<file path="src/rtl/dpwm_pkg.sv">
package dpwm_pkg;

    // Phase of the switch waveform within one switching cycle.
    typedef enum logic [2:0] {
        PH_IDLE  = 3'd0,
        PH_DRIVE = 3'd1,
        PH_EDGE  = 3'd2,
        PH_REST  = 3'd3,
        PH_FULL  = 3'd4
    } dpwm_phase_e;

endpackage

</file>
<file path="src/rtl/dpwm_slot_ctr.sv">
// Coarse slot counter: restarts at a cycle opening and issues the strobe.
module dpwm_slot_ctr #(
    parameter int SLOT_W = 4
) (
    input  logic              clk,
    input  logic              rst_n,
    input  logic              restart,
    output logic [SLOT_W-1:0] slot,
    output logic              slot_last,
    output logic              start_pulse
);

    always_ff @(posedge clk) begin
        if (!rst_n) begin
            slot        <= '0;
            start_pulse <= 1'b0;
        end else begin
            start_pulse <= restart;
            slot        <= restart ? '0 : slot + 1'b1;
        end
    end

    assign slot_last = (slot == {SLOT_W{1'b1}});

endmodule

</file>
<file path="src/rtl/dpwm_duty_hold.sv">
// Second stage of the duty buffer; loads only at a cycle opening.
module dpwm_duty_hold #(
    parameter int DUTY_W = 8
) (
    input  logic              clk,
    input  logic              rst_n,
    input  logic              load,
    input  logic [DUTY_W-1:0] duty_pending,
    output logic [DUTY_W-1:0] duty_active
);

    always_ff @(posedge clk) begin
        if (!rst_n) begin
            duty_active <= '0;
        end else if (load) begin
            duty_active <= duty_pending;
        end
    end

endmodule

</file>
<file path="src/rtl/dpwm_tap_line.sv">
// Delay-chain model: tap k is still high when the selected tap lies beyond k.
module dpwm_tap_line #(
    parameter int FINE_W = 4,
    localparam int TAPS  = 1 << FINE_W
) (
    input  logic [FINE_W-1:0] tap_sel,
    output logic [TAPS-1:0]   tap_mask
);

    for (genvar k = 0; k < TAPS; k++) begin : g_tap
        localparam logic [FINE_W:0] TAP_IDX = (FINE_W + 1)'(k);
        assign tap_mask[k] = ({1'b0, tap_sel} > TAP_IDX);
    end

endmodule

</file>
<file path="src/rtl/hybrid_dpwm.sv">
module hybrid_dpwm
    import dpwm_pkg::*;
#(
    parameter int COARSE_W = 4,
    parameter int FINE_W   = 4
) (
    input  logic                         clk,
    input  logic                         rst_n,
    input  logic [COARSE_W+FINE_W-1:0]   duty_in,
    output logic [(1<<FINE_W)-1:0]       sw_drive,
    output logic                         cycle_start
);

    localparam int DUTY_W = COARSE_W + FINE_W;
    localparam int TAPS   = 1 << FINE_W;

    dpwm_phase_e             phase_q;
    dpwm_phase_e             phase_d;
    logic [COARSE_W-1:0]     slot;
    logic [COARSE_W-1:0]     slot_nx;
    logic                    slot_last;
    logic                    open_cycle;
    logic [DUTY_W-1:0]       duty_act;
    logic [COARSE_W-1:0]     coarse_act;
    logic [FINE_W-1:0]       fine_act;
    logic [TAPS-1:0]         edge_mask;

    assign open_cycle = (phase_q == PH_IDLE) || slot_last;
    assign coarse_act = duty_act[DUTY_W-1:FINE_W];
    assign fine_act   = duty_act[FINE_W-1:0];
    assign slot_nx    = slot + 1'b1;

    dpwm_slot_ctr #(
        .SLOT_W     (COARSE_W)
    ) u_slot_ctr (
        .clk        (clk),
        .rst_n      (rst_n),
        .restart    (open_cycle),
        .slot       (slot),
        .slot_last  (slot_last),
        .start_pulse(cycle_start)
    );

    dpwm_duty_hold #(
        .DUTY_W      (DUTY_W)
    ) u_duty_hold (
        .clk         (clk),
        .rst_n       (rst_n),
        .load        (open_cycle),
        .duty_pending(duty_in),
        .duty_active (duty_act)
    );

    dpwm_tap_line #(
        .FINE_W  (FINE_W)
    ) u_tap_line (
        .tap_sel (fine_act),
        .tap_mask(edge_mask)
    );

    // Next phase
    always_comb begin
        phase_d = phase_q;
        if (open_cycle) begin
            if (duty_in == {DUTY_W{1'b1}}) begin
                phase_d = PH_FULL;
            end else if (duty_in[DUTY_W-1:FINE_W] == '0) begin
                phase_d = PH_EDGE;
            end else begin
                phase_d = PH_DRIVE;
            end
        end else begin
            unique case (phase_q)
                PH_IDLE:  phase_d = PH_IDLE;
                PH_DRIVE: phase_d = (slot_nx == coarse_act) ? PH_EDGE : PH_DRIVE;
                PH_EDGE:  phase_d = PH_REST;
                PH_REST:  phase_d = PH_REST;
                PH_FULL:  phase_d = PH_FULL;
                default:  phase_d = PH_IDLE;
            endcase
        end
    end

    // Phase register
    always_ff @(posedge clk) begin
        if (!rst_n) begin
            phase_q <= PH_IDLE;
        end else begin
            phase_q <= phase_d;
        end
    end

    // Switch level per sub-phase
    always_comb begin
        unique case (phase_q)
            PH_IDLE:  sw_drive = '0;
            PH_DRIVE: sw_drive = '1;
            PH_EDGE:  sw_drive = edge_mask;
            PH_REST:  sw_drive = '0;
            PH_FULL:  sw_drive = '1;
            default:  sw_drive = '0;
        endcase
    end

endmodule

</file>
<file path="config.mk">
export PLATFORM = sky130hd
export DESIGN_NAME = hybrid_dpwm
export DESIGN_NICKNAME = d
export VERILOG_FILES = /design/src/rtl/dpwm_pkg.sv /design/src/rtl/dpwm_slot_ctr.sv /design/src/rtl/dpwm_duty_hold.sv /design/src/rtl/dpwm_tap_line.sv /design/src/rtl/hybrid_dpwm.sv
export SDC_FILE = /design/constraint.sdc
export NUM_CORES = 1
export LEC_CHECK = 0
export ABC_AREA = 0
export BUFFER_PORTS_ARGS = -buffer_cell sky130_fd_sc_hd__buf_4
export CAP_MARGIN = 20
export CORE_MARGIN = 1.5
export CORE_UTILIZATION = 56
export DETAILED_ROUTE_END_ITERATION = 10
export PLACE_DENSITY = 0.86
export RECOVER_POWER = 25
export SLEW_MARGIN = 20
export SYNTH_ARGS = -nofsm -noshare
export SYNTH_HDL_FRONTEND = slang
export SYNTH_HIERARCHICAL = 1
export SYNTH_SLANG_ARGS = --single-unit
</file>
<file path="constraint.sdc">
create_clock -name clk -period 4.5 [get_ports clk]
set_clock_uncertainty 0.1 [all_clocks]
set_input_delay 0.9 -clock clk [delete_from_list [all_inputs] [get_ports clk]]
set_output_delay 0.9 -clock clk [all_outputs]
set_load 0.1 [all_outputs]
</file>
==> impl_metrics.tcl <==
set metrics [dict create \
    cp-end-kind "output pin" \
    clock-sinks 16 \
    design_area_mm2 0.00127 \
    post-dp-hpwl_mm 1.77 \
    drt.antenna.violating_nets 0 \
    clk_latency_ns 0.29 \
    drc 0 \
    cts-htree-levels 1 \
    hold_end "u_slot_ctr/slot[3]" \
    status "completed" \
    start_util_pct 61.5 \
    ys_seq_area_share_pct 29.2 \
    worstPathCellList "nor2b_1 > a21oi_1 > o21ai_0 > buf_4" \
    fin_nets 172 \
    holdCritPathClass "reg2reg" \
    cts_buffers 3 \
    fp-row-count 15 \
    synth-edff-count 0 \
    setup_viol 0 \
    postCtsSetupRepairBufs 0 \
    slowest_stage "nor2b_1" \
    port_buffers 26 \
    r2r_start "u_slot_ctr/slot[0]" \
    drv_cap 0 \
    syn_avg_cell_area_um2 7.72 \
    clkTransAtPathRegs_ns 0.10 \
    dr.pass1.iters 4 \
    required_ns 3.50 \
    fin_tns_setup_ns 0 \
    hold_viol_final 0 \
    layout-drive-gt1-share_pct 20.8 \
    hold_depth 2 \
    grt_pass1_vias 914 \
    max_freq_mhz 316 \
    cts.path.max_buffers 2 \
    die_area_mm2 0.00223 \
    reg2regPathDepth 6 \
    regToRegSetupSlack_ns 2.38 \
    die_width_um 47.2 \
    synth_top_area_share_pct 29.2 \
    netlist_instances 142 \
    drt-initial-drc-count 30 \
    vias_per_cell 5.76 \
    syn2layout_area_growth_pct 16.2 \
    gp_congestion 0.715 \
    max_slew_margin_pct 22.1 \
    grt_pass1_wl_mm 3.98 \
    ys_top_cells_by_area "dfxtp_1 (29%), a21oi_1 (8.2%), mux2i_1 (8.2%)" \
    vias 1059 \
    min_period_ns 3.17 \
    drv_slew 0 \
    place_area_mm2 0.00124 \
    synth_nets 154 \
    ys_warn_count 6 \
    postLayoutCoreUtil_pct 71.4 \
    tritoncts "done" \
    ys_ff_latch 16 \
    cp_max_fo 16 \
    syn_area_mm2 0.00110 \
    wl_mm 2.37 \
    ios 27 \
    grt-ovfl-total 0 \
    crit_arrival_ns 2.17 \
    grt_antenna_before_repair 0 \
    core_mm2 0.00178 \
    rsz0062_at_grt "false" \
    synth-async-reset-ratio_pct 0 \
    clk_root_buffer_cell "clkbuf_4" \
    period_share_pct 70.4 \
    synth_cell_types 38 \
    ctsResizeCount 0 \
    synth.largest_area_cell "dfxtp_1" \
    start_kind "flip-flop" \
    tightest_slew_ns 1.17 \
    n_antenna_cell 0 \
    holdCritStartpoint "u_slot_ctr/slot[3]" \
    wl_per_cell_um 12.9 \
    ys.flop_type "dfxtp_1" \
    hold_buffers 0 \
    grt_start_max_net_pins 20 \
    worstSetupPathType "reg2out" \
    slowest_delay_ns 0.77 \
    die_h_um 47.2 \
    r2r_end "u_slot_ctr/slot[3]" \
    grt.total_usage_pct 24.4 \
]
==> worst max-delay path: cells and delay by family (launching register included) <==
kind / cells / cell delay (ns)
AND/OR/NAND/NOR: 1 / 0.77
flip-flops: 1 / 0.40
AO/OA/AOI/OAI: 2 / 0.39
buffers and inverters: 1 / 0.32
==> state kept, by name, indices dropped and copies added, names as in the netlist <==
register,cells
u_duty_hold/duty_active,8
u_slot_ctr/start_pulse,1
u_slot_ctr/slot,4
phase_q,3
==> Yosys cell counts (3+ instances only) <==
cell type  instances
nor2_1            11
o21ai_0           18
nor2b_1           11
nand2_1            6
xnor2_1            5
mux2i_1            9
inv_1              5
clkbuf_1           7
a21oi_1           18
buf_6              3
dfxtp_1           16
==> per-layer routing <==
metal,share of wire [%],GRT usage (%)
met1,45,33.7
met2,49,39.2
met3,4.6,3.85
met4,1.2,6.67
met5,0,0
==> logic make-up (layout without fill, tap and decap cells) <==
group	after synthesis	count (layout)	synth area share [%]
simple gates	41	41	20.1
flops	16	16	29.2
compound gates	48	48	25.5
mux	9	9	8.22
xor+xnor	7	7	5.59
other cells	1	1	0.342
buf+inv	18	35	8.79
fa+ha+maj	2	2	2.28
==> final cells by class <==
| cell class | count | area (µm²) |
|---|---|---|
| multi-input cells | 108 | 679 |
| fillers | 157 | 509 |
| flip-flops and latches | 16 | 320 |
| repair buffers | 26 | 188 |
| clock buffers | 4 | 36.3 |
| well taps | 25 | 31.3 |
| inverters | 5 | 18.8 |
==> through the flow <==
| step | hold WS (ns) | std cells | setup WS [ns] |
|---|---|---|---|
| after floorplan | 0.367 | 142 | 0.370 |
| after global placement | 0.388 | 180 | 1.74 |
| after detailed placement | 0.429 | 180 | 1.68 |
| after CTS | 0.450 | 184 | 1.36 |
| after global routing | 0.478 | 184 | 1.12 |
| final | 0.440 | 184 | 1.33 |
==> cell usage in the layout (no fill, tap or decap), types with 2 or more instances in the layout <==
cell,instances
nand3_1,2
xnor2_1,5
o21ai_0,18
nor2b_1,11
a21oi_1,18
o21a_1,2
buf_4,24
nand4_1,2
inv_1,5
clkbuf_4,3
dfxtp_1,16
ha_1,2
clkbuf_1,2
nor2_1,11
nand2_1,6
mux2i_1,9
xor2_1,2
==> worst max path at each step <==
stage,startpoint,endpoint,slack (ns),cells past startpoint
CTS,phase_q[1],sw_drive[4],1.36,4
floorplan,phase_q[0],sw_drive[0],0.37,5
detailed placement,phase_q[1],sw_drive[4],1.68,4
global route,phase_q[1],sw_drive[7],1.12,4
global placement,phase_q[1],sw_drive[6],1.74,4
finish,phase_q[1],sw_drive[4],1.33,4
Power is not shown: default switching activity piles up to over one toggle a cycle in this logic, so the estimate is an artifact.
